===== config.mk =====
export PLATFORM = sky130hd
export DESIGN_NAME = ext_irq_sense
export DESIGN_NICKNAME = d
export VERILOG_FILES = /design/src/rtl/irqs_pkg.sv /design/src/rtl/irqs_sync.sv /design/src/rtl/irqs_ctrl_reg.sv /design/src/rtl/irqs_detect.sv /design/src/rtl/ext_irq_sense.sv
export SDC_FILE = /design/constraint.sdc
export NUM_CORES = 1
export LEC_CHECK = 0
export BUFFER_PORTS_ARGS = -buffer_cell sky130_fd_sc_hd__buf_2
export CAP_MARGIN = 20
export CORE_ASPECT_RATIO = 0.9
export CORE_MARGIN = 3
export CORE_UTILIZATION = 40
export DETAILED_ROUTE_END_ITERATION = 7
export PLACE_DENSITY = 0.67
export SYNTH_ARGS = -nofsm -noshare
export SYNTH_HDL_FRONTEND = slang
export SYNTH_SLANG_ARGS = --single-unit

===== constraint.sdc =====
create_clock -name clk -period 1.4 [get_ports clk]
set_input_delay 0.14 -clock clk [delete_from_list [all_inputs] [get_ports clk]]
set_output_delay 0.14 -clock clk [all_outputs]
set_load 0.02 [all_outputs]

===== src/rtl/irqs_pkg.sv =====
package irqs_pkg;
    localparam int unsigned IRQ_CNT    = 8;
    localparam int unsigned REG_W      = 16;
    localparam int unsigned NMIL_POS   = 15;
    localparam int unsigned NMIE_POS   = 8;
    localparam int unsigned SYNC_DEPTH = 2;
endpackage


===== src/rtl/irqs_sync.sv =====
module irqs_sync #(
    parameter int unsigned WIDTH  = 9,
    parameter int unsigned STAGES = 2
) (
    input  logic             clk,
    input  logic             rst_n,
    input  logic [WIDTH-1:0] din,
    output logic [WIDTH-1:0] dout
);
    // Pins idle high, so every stage resets to 1.
    logic [WIDTH-1:0] stage_q [STAGES];
    logic [WIDTH-1:0] stage_d [STAGES];

    always_comb begin
        stage_d[0] = din;
        for (int s = 1; s < STAGES; s++) begin
            stage_d[s] = stage_q[s-1];
        end
    end

    always_ff @(posedge clk or negedge rst_n) begin
        if (!rst_n) begin
            for (int s = 0; s < STAGES; s++) begin
                stage_q[s] <= '1;
            end
        end else begin
            for (int s = 0; s < STAGES; s++) begin
                stage_q[s] <= stage_d[s];
            end
        end
    end

    assign dout = stage_q[STAGES-1];
endmodule


===== src/rtl/irqs_ctrl_reg.sv =====
module irqs_ctrl_reg
    import irqs_pkg::*;
#(
    parameter int unsigned NUM_IRQ = IRQ_CNT
) (
    input  logic                clk,
    input  logic                rst_n,
    input  logic                standby,
    input  logic                wr_en,
    input  logic [NMIE_POS:0]   wr_bits,
    output logic                nmi_rise_sel,
    output logic [NUM_IRQ-1:0]  irq_edge_sel,
    output logic [NUM_IRQ-1:0]  irq_to_level
);
    typedef struct packed {
        logic               nmie;
        logic [NUM_IRQ-1:0] edge_sel;
    } ctrl_t;

    ctrl_t              st_d, st_q;
    logic               wr_ok;
    logic [NUM_IRQ-1:0] new_sel;

    always_comb begin
        wr_ok = wr_en & ~standby;
        for (int i = 0; i < NUM_IRQ; i++) begin
            new_sel[i] = wr_bits[NUM_IRQ-1-i];   // IRQi sits at bit NUM_IRQ-1-i
        end
        st_d = st_q;
        irq_to_level = '0;
        if (wr_ok) begin
            st_d.nmie     = wr_bits[NMIE_POS];
            st_d.edge_sel = new_sel;
            irq_to_level  = st_q.edge_sel & ~new_sel;
        end
    end

    always_ff @(posedge clk or negedge rst_n) begin
        if (!rst_n) begin
            st_q <= '0;
        end else begin
            st_q <= st_d;
        end
    end

    assign nmi_rise_sel = st_q.nmie;
    assign irq_edge_sel = st_q.edge_sel;

    AST_STANDBY_FREEZE: assert property (@(posedge clk) disable iff (!rst_n)
        standby |=> $stable(st_q)) else $error("standby changed register");
    AST_WRITE_LANDS: assert property (@(posedge clk) disable iff (!rst_n)
        (wr_en && !standby) |=> (nmi_rise_sel == $past(wr_bits[NMIE_POS])))
        else $error("write lost");
endmodule


===== src/rtl/irqs_detect.sv =====
module irqs_detect
    import irqs_pkg::*;
#(
    parameter int unsigned NUM_IRQ = IRQ_CNT
) (
    input  logic               clk,
    input  logic               rst_n,
    input  logic               nmi_s,
    input  logic [NUM_IRQ-1:0] irq_s,
    input  logic               nmi_rise_sel,
    input  logic [NUM_IRQ-1:0] irq_edge_sel,
    input  logic [NUM_IRQ-1:0] irq_to_level,
    input  logic               nmi_clr,
    input  logic [NUM_IRQ-1:0] irq_clr,
    output logic               nmi_req,
    output logic [NUM_IRQ-1:0] irq_req
);
    typedef struct packed {
        logic               nmi_prev;
        logic               nmi_pend;
        logic [NUM_IRQ-1:0] irq_prev;
        logic [NUM_IRQ-1:0] irq_pend;
    } det_t;

    det_t               det_d, det_q;
    logic               nmi_hit;
    logic [NUM_IRQ-1:0] irq_fall;

    always_comb begin
        nmi_hit  = nmi_rise_sel ? (nmi_s & ~det_q.nmi_prev) : (~nmi_s & det_q.nmi_prev);
        irq_fall = det_q.irq_prev & ~irq_s & irq_edge_sel;
        det_d.nmi_prev = nmi_s;
        det_d.irq_prev = irq_s;
        det_d.nmi_pend = nmi_hit | (det_q.nmi_pend & ~nmi_clr);
        det_d.irq_pend = ((det_q.irq_pend & ~irq_clr) | irq_fall) & ~irq_to_level;
    end

    always_ff @(posedge clk or negedge rst_n) begin
        if (!rst_n) begin
            det_q.nmi_prev <= 1'b1;
            det_q.nmi_pend <= 1'b0;
            det_q.irq_prev <= '1;
            det_q.irq_pend <= '0;
        end else begin
            det_q <= det_d;
        end
    end

    assign nmi_req = det_q.nmi_pend;

    for (genvar g = 0; g < NUM_IRQ; g++) begin : g_irq_out
        assign irq_req[g] = irq_edge_sel[g] ? det_q.irq_pend[g] : ~irq_s[g];
    end

    AST_NMI_HELD: assert property (@(posedge clk) disable iff (!rst_n)
        (det_q.nmi_pend && !nmi_clr) |=> det_q.nmi_pend) else $error("nmi lost");
    AST_IRQ_HELD: assert property (@(posedge clk) disable iff (!rst_n)
        1'b1 |=> (($past(det_q.irq_pend & ~irq_clr & ~irq_to_level) & ~det_q.irq_pend) == '0))
        else $error("irq latch lost");
    AST_LEVEL_DROPS_LATCH: assert property (@(posedge clk) disable iff (!rst_n)
        (|irq_to_level) |=> ((det_q.irq_pend & $past(irq_to_level)) == '0))
        else $error("stale latch");
    AST_NMI_NEEDS_EDGE: assert property (@(posedge clk) disable iff (!rst_n)
        $rose(det_q.nmi_pend) |-> ($past(nmi_s) != $past(det_q.nmi_prev)))
        else $error("nmi without edge");
endmodule


===== src/rtl/ext_irq_sense.sv =====
module ext_irq_sense
    import irqs_pkg::*;
#(
    parameter int unsigned NUM_IRQ = IRQ_CNT,
    parameter int unsigned STAGES  = SYNC_DEPTH
) (
    input  logic               clk,
    input  logic               rst_n,
    input  logic               standby,
    input  logic               wr_en,
    input  logic [REG_W-1:0]   wr_data,
    output logic [REG_W-1:0]   rd_data,
    input  logic               nmi_pin,
    input  logic [NUM_IRQ-1:0] irq_pin,
    input  logic               nmi_clr,
    input  logic [NUM_IRQ-1:0] irq_clr,
    output logic               nmi_req,
    output logic [NUM_IRQ-1:0] irq_req
);
    // NUM_IRQ must not exceed NMIE_POS so the mode bits stay below bit 8.
    localparam int unsigned PINS = NUM_IRQ + 1;

    logic [PINS-1:0]    pins_s;
    logic               nmi_s;
    logic [NUM_IRQ-1:0] irq_s;
    logic               nmi_rise_sel;
    logic [NUM_IRQ-1:0] irq_edge_sel;
    logic [NUM_IRQ-1:0] irq_to_level;
    logic               unused_wr_bits;

    assign unused_wr_bits = ^wr_data[REG_W-1:NMIE_POS+1];

    irqs_sync #(.WIDTH(PINS), .STAGES(STAGES)) i_sync (
        .clk  (clk),
        .rst_n(rst_n),
        .din  ({nmi_pin, irq_pin}),
        .dout (pins_s)
    );

    assign nmi_s = pins_s[PINS-1];
    assign irq_s = pins_s[NUM_IRQ-1:0];

    irqs_ctrl_reg #(.NUM_IRQ(NUM_IRQ)) i_reg (
        .clk         (clk),
        .rst_n       (rst_n),
        .standby     (standby),
        .wr_en       (wr_en),
        .wr_bits     (wr_data[NMIE_POS:0]),
        .nmi_rise_sel(nmi_rise_sel),
        .irq_edge_sel(irq_edge_sel),
        .irq_to_level(irq_to_level)
    );

    irqs_detect #(.NUM_IRQ(NUM_IRQ)) i_det (
        .clk         (clk),
        .rst_n       (rst_n),
        .nmi_s       (nmi_s),
        .irq_s       (irq_s),
        .nmi_rise_sel(nmi_rise_sel),
        .irq_edge_sel(irq_edge_sel),
        .irq_to_level(irq_to_level),
        .nmi_clr     (nmi_clr),
        .irq_clr     (irq_clr),
        .nmi_req     (nmi_req),
        .irq_req     (irq_req)
    );

    always_comb begin
        rd_data = '0;
        rd_data[NMIL_POS] = nmi_s;
        rd_data[NMIE_POS] = nmi_rise_sel;
        for (int i = 0; i < NUM_IRQ; i++) begin
            rd_data[NUM_IRQ-1-i] = irq_edge_sel[i];
        end
    end

    AST_LEVEL_IRQ_FOLLOWS: assert property (@(posedge clk) disable iff (!rst_n)
        1'b1 |=> ((($past(~irq_edge_sel) & ~irq_edge_sel) & (irq_req ^ ~irq_s)) == '0))
        else $error("level request wrong");
endmodule


==> impl_metrics.ini <==
[clock_tree]
cts_buffers = 5
cts_resized = 0
h-tree-depth = 2
cts-root-buf = clkbuf_8
cts_tree = done
cts_setup_buffers = 0
clock_latency_ns = 0.29
clock_path_buffers = 2
clkTransAtPathRegs_ns = 0.08
cts_hold_buf = 10
numClockSinks = 45

[floorplanning]
row_count = 21
coreArea_um2 = 3920
die_w_um = 75.0
ioPinCount = 63
die_y_um = 68.1
dieArea_um2 = 5100
start_util = 0.438

[worst_setup_path]
r2r_setup_slack_ns = 0.29
path_max_fanout = 6
crit-reg2reg-launch = i_det.det_q[17]$_DFF_PN1_
r2r_cells = 2
startpoint_type = register
cp.arrival_ns = 1.16
crit_path_end_kind = output pin
cp.required_ns = 1.26
reg2reg_to = i_det.nmi_req$_DFF_PN0_
path_class = register to output pin

[hold_path]
holdPathEnd = i_det.nmi_req$_DFF_PN0_
holdPathStages = 2
worstHoldStart = nmi_clr
hold_path_class = input port to register

[logic_synthesis]
synth_ff_type = dfstp_2
synthesis.instances = 118
synthMuxAreaShare = 0.104
synth_warnings = 0
synth_compound_area_frac = 0.0489
synth-xor-area-share = 0
synthTopCellsByCount = 27 x dfstp_2, 18 x dfrtp_1, 16 x inv_1
synthAdderAreaFrac = 0
synth_top_family_by_area = multiplexers
synth_edf_count = 0
synth-seq-area-share = 0.677
synth.most_common_cell = dfstp_2
ys_types = 18
ys_seq_elements = 45
synth_area_leaders = dfstp_2 41%, dfrtp_1 26%, mux2_2 4.6%
synth_top_area_share = 0.414
async_flop_share = 1.00
synth.avg_cell_area_um2 = 14.5
synth_top_area_cell = dfstp_2
syn_area_um2 = 1710
synth-simple-area-share = 0.0818

[layout]
nets = 219
synthToLayoutAreaGrowth_pct = 28.7
instances_no_fill = 228
final_core_util = 0.563
fin_area_um2 = 2200
drive_above_1_share = 0.527
diodes = 0

[detailed_routing]
ant_nets = 0
dr.pass1.iters = 3
drc = 0
vias_per_cell = 4.64
drt_wl_total_um = 2940
drt_iter0_drc = 47
vias = 1057
wl_per_cell_um = 12.9

[sta]
period_needed_ns = 1.30
min_period_over_period = 0.927
finalClockSkew_ns = 0.00432
hold_violations = 0
max_freq_mhz = 770
rsz0062_at_grt = no
totalNegativeSetupSlack_ns = 0
maxSlewViolCount = 0
finalSetupViolations = 0
timing.hold.ws_ns = 0.0751
fin_ws_ns = 0.102

[grt]
grt_antenna_before_repair = 0
track_usage = 0.131
grt_max_degree = 26
overflow = 0
grt_pass1_wl_um = 4930
grt_pass1_vias = 1109

[power]
finalPower_mw = 2.96
leakagePower_nw = 1.05
ir_drop_v = 0.000915
powerDensity_nw_per_um2 = 1340

[placement]
placement.cell_area_um2 = 1990
place.port_buffers = 49
dp.cells = 210
place.gp.congestion = 0.708
dp_hpwl_um = 2140
dpl_worst_slack_ns = 0.297

[outcome]
run_status = finished clean

[run]
maxCapViolCount = 0
==> metal layers <==
metal | share of wire | up-vias | GRT usage
met5 | 0 | - | 0
met4 | 0.012 | 0 | 0.0467
met3 | 0.083 | 5 | 0.0455
met1 | 0.44 | 503 | 0.161
li1 | - | 505 | -
met2 | 0.46 | 44 | 0.213
==> state kept, by name, indices dropped and copies added, names as in the netlist <==
name and flops:
i_sync.dout 9, i_sync.stage_d 9, i_reg.irq_edge_sel 8, i_det.det_q 17
i_det.nmi_req 1, i_reg.nmi_rise_sel 1
==> report_power, final <==
group | switching [mW] | leakage (nW) | internal (mW) | total [mW]
sequential | 0.0858 | 0.507 | 1.44 | 1.53
clock | 0.399 | 0.0585 | 0.581 | 0.980
combinational | 0.248 | 0.480 | 0.209 | 0.457
total | 0.733 | 1.05 | 2.23 | 2.96
==> cell usage in the layout, fill, tap and decap left out <==
master,Yosys,final
inv_1,16,16
dlygate4sd3_1,0,10
o21ai_0,1,1
dfrtp_1,18,18
o221ai_1,1,1
mux2_4,2,2
mux2_2,7,7
buf_2,0,49
dfstp_2,27,27
nor2b_4,1,1
bufinv_16,0,1
clkbuf_8,0,6
mux2i_1,7,7
nand2b_1,8,8
nand2_1,2,2
or3b_2,1,1
nand3b_1,8,8
clkbuf_1,0,1
buf_12,0,2
a32oi_1,8,8
conb_1,1,6
==> layout make-up <==
cell class,instances,area [um^2]
clock buffer,7,86.3
clock inverter,1,30.0
fill,337,1710
inverter,16,60.1
multi-input combinational,52,425
sequential,45,1160
tap,46,57.6
timing repair buffer,61,385
==> kinds of logic after synthesis <==
logic type | Yosys count
AO/OA/AOI/OAI | 10
other | 1
buffers and inverters | 26
multiplexers | 16
AND/OR/NAND/NOR | 20
flip-flops | 45
==> worst max path at each step <==
stage                                          to                               from  slack (ns)
after floorplan                        irq_req[6]  i_reg.irq_edge_sel[6]$_DFFE_PN0P_        0.26
after global placement    i_det.nmi_req$_DFF_PN0_          i_det.det_q[17]$_DFF_PN1_        0.30
after detailed placement  i_det.nmi_req$_DFF_PN0_          i_det.det_q[17]$_DFF_PN1_        0.30
after CTS                              irq_req[6]  i_reg.irq_edge_sel[6]$_DFFE_PN0P_        0.09
after global routing                   irq_req[6]  i_reg.irq_edge_sel[6]$_DFFE_PN0P_        0.02
final                                  irq_req[6]  i_reg.irq_edge_sel[6]$_DFFE_PN0P_        0.10
==> critical path, cell delays in order, from the launching register on <==
cell,delay (ns)
dfrtp_1,0.43
o21ai_0,0.23
buf_2,0.20
No activity file was read; power rests on OpenSTA's default activity.
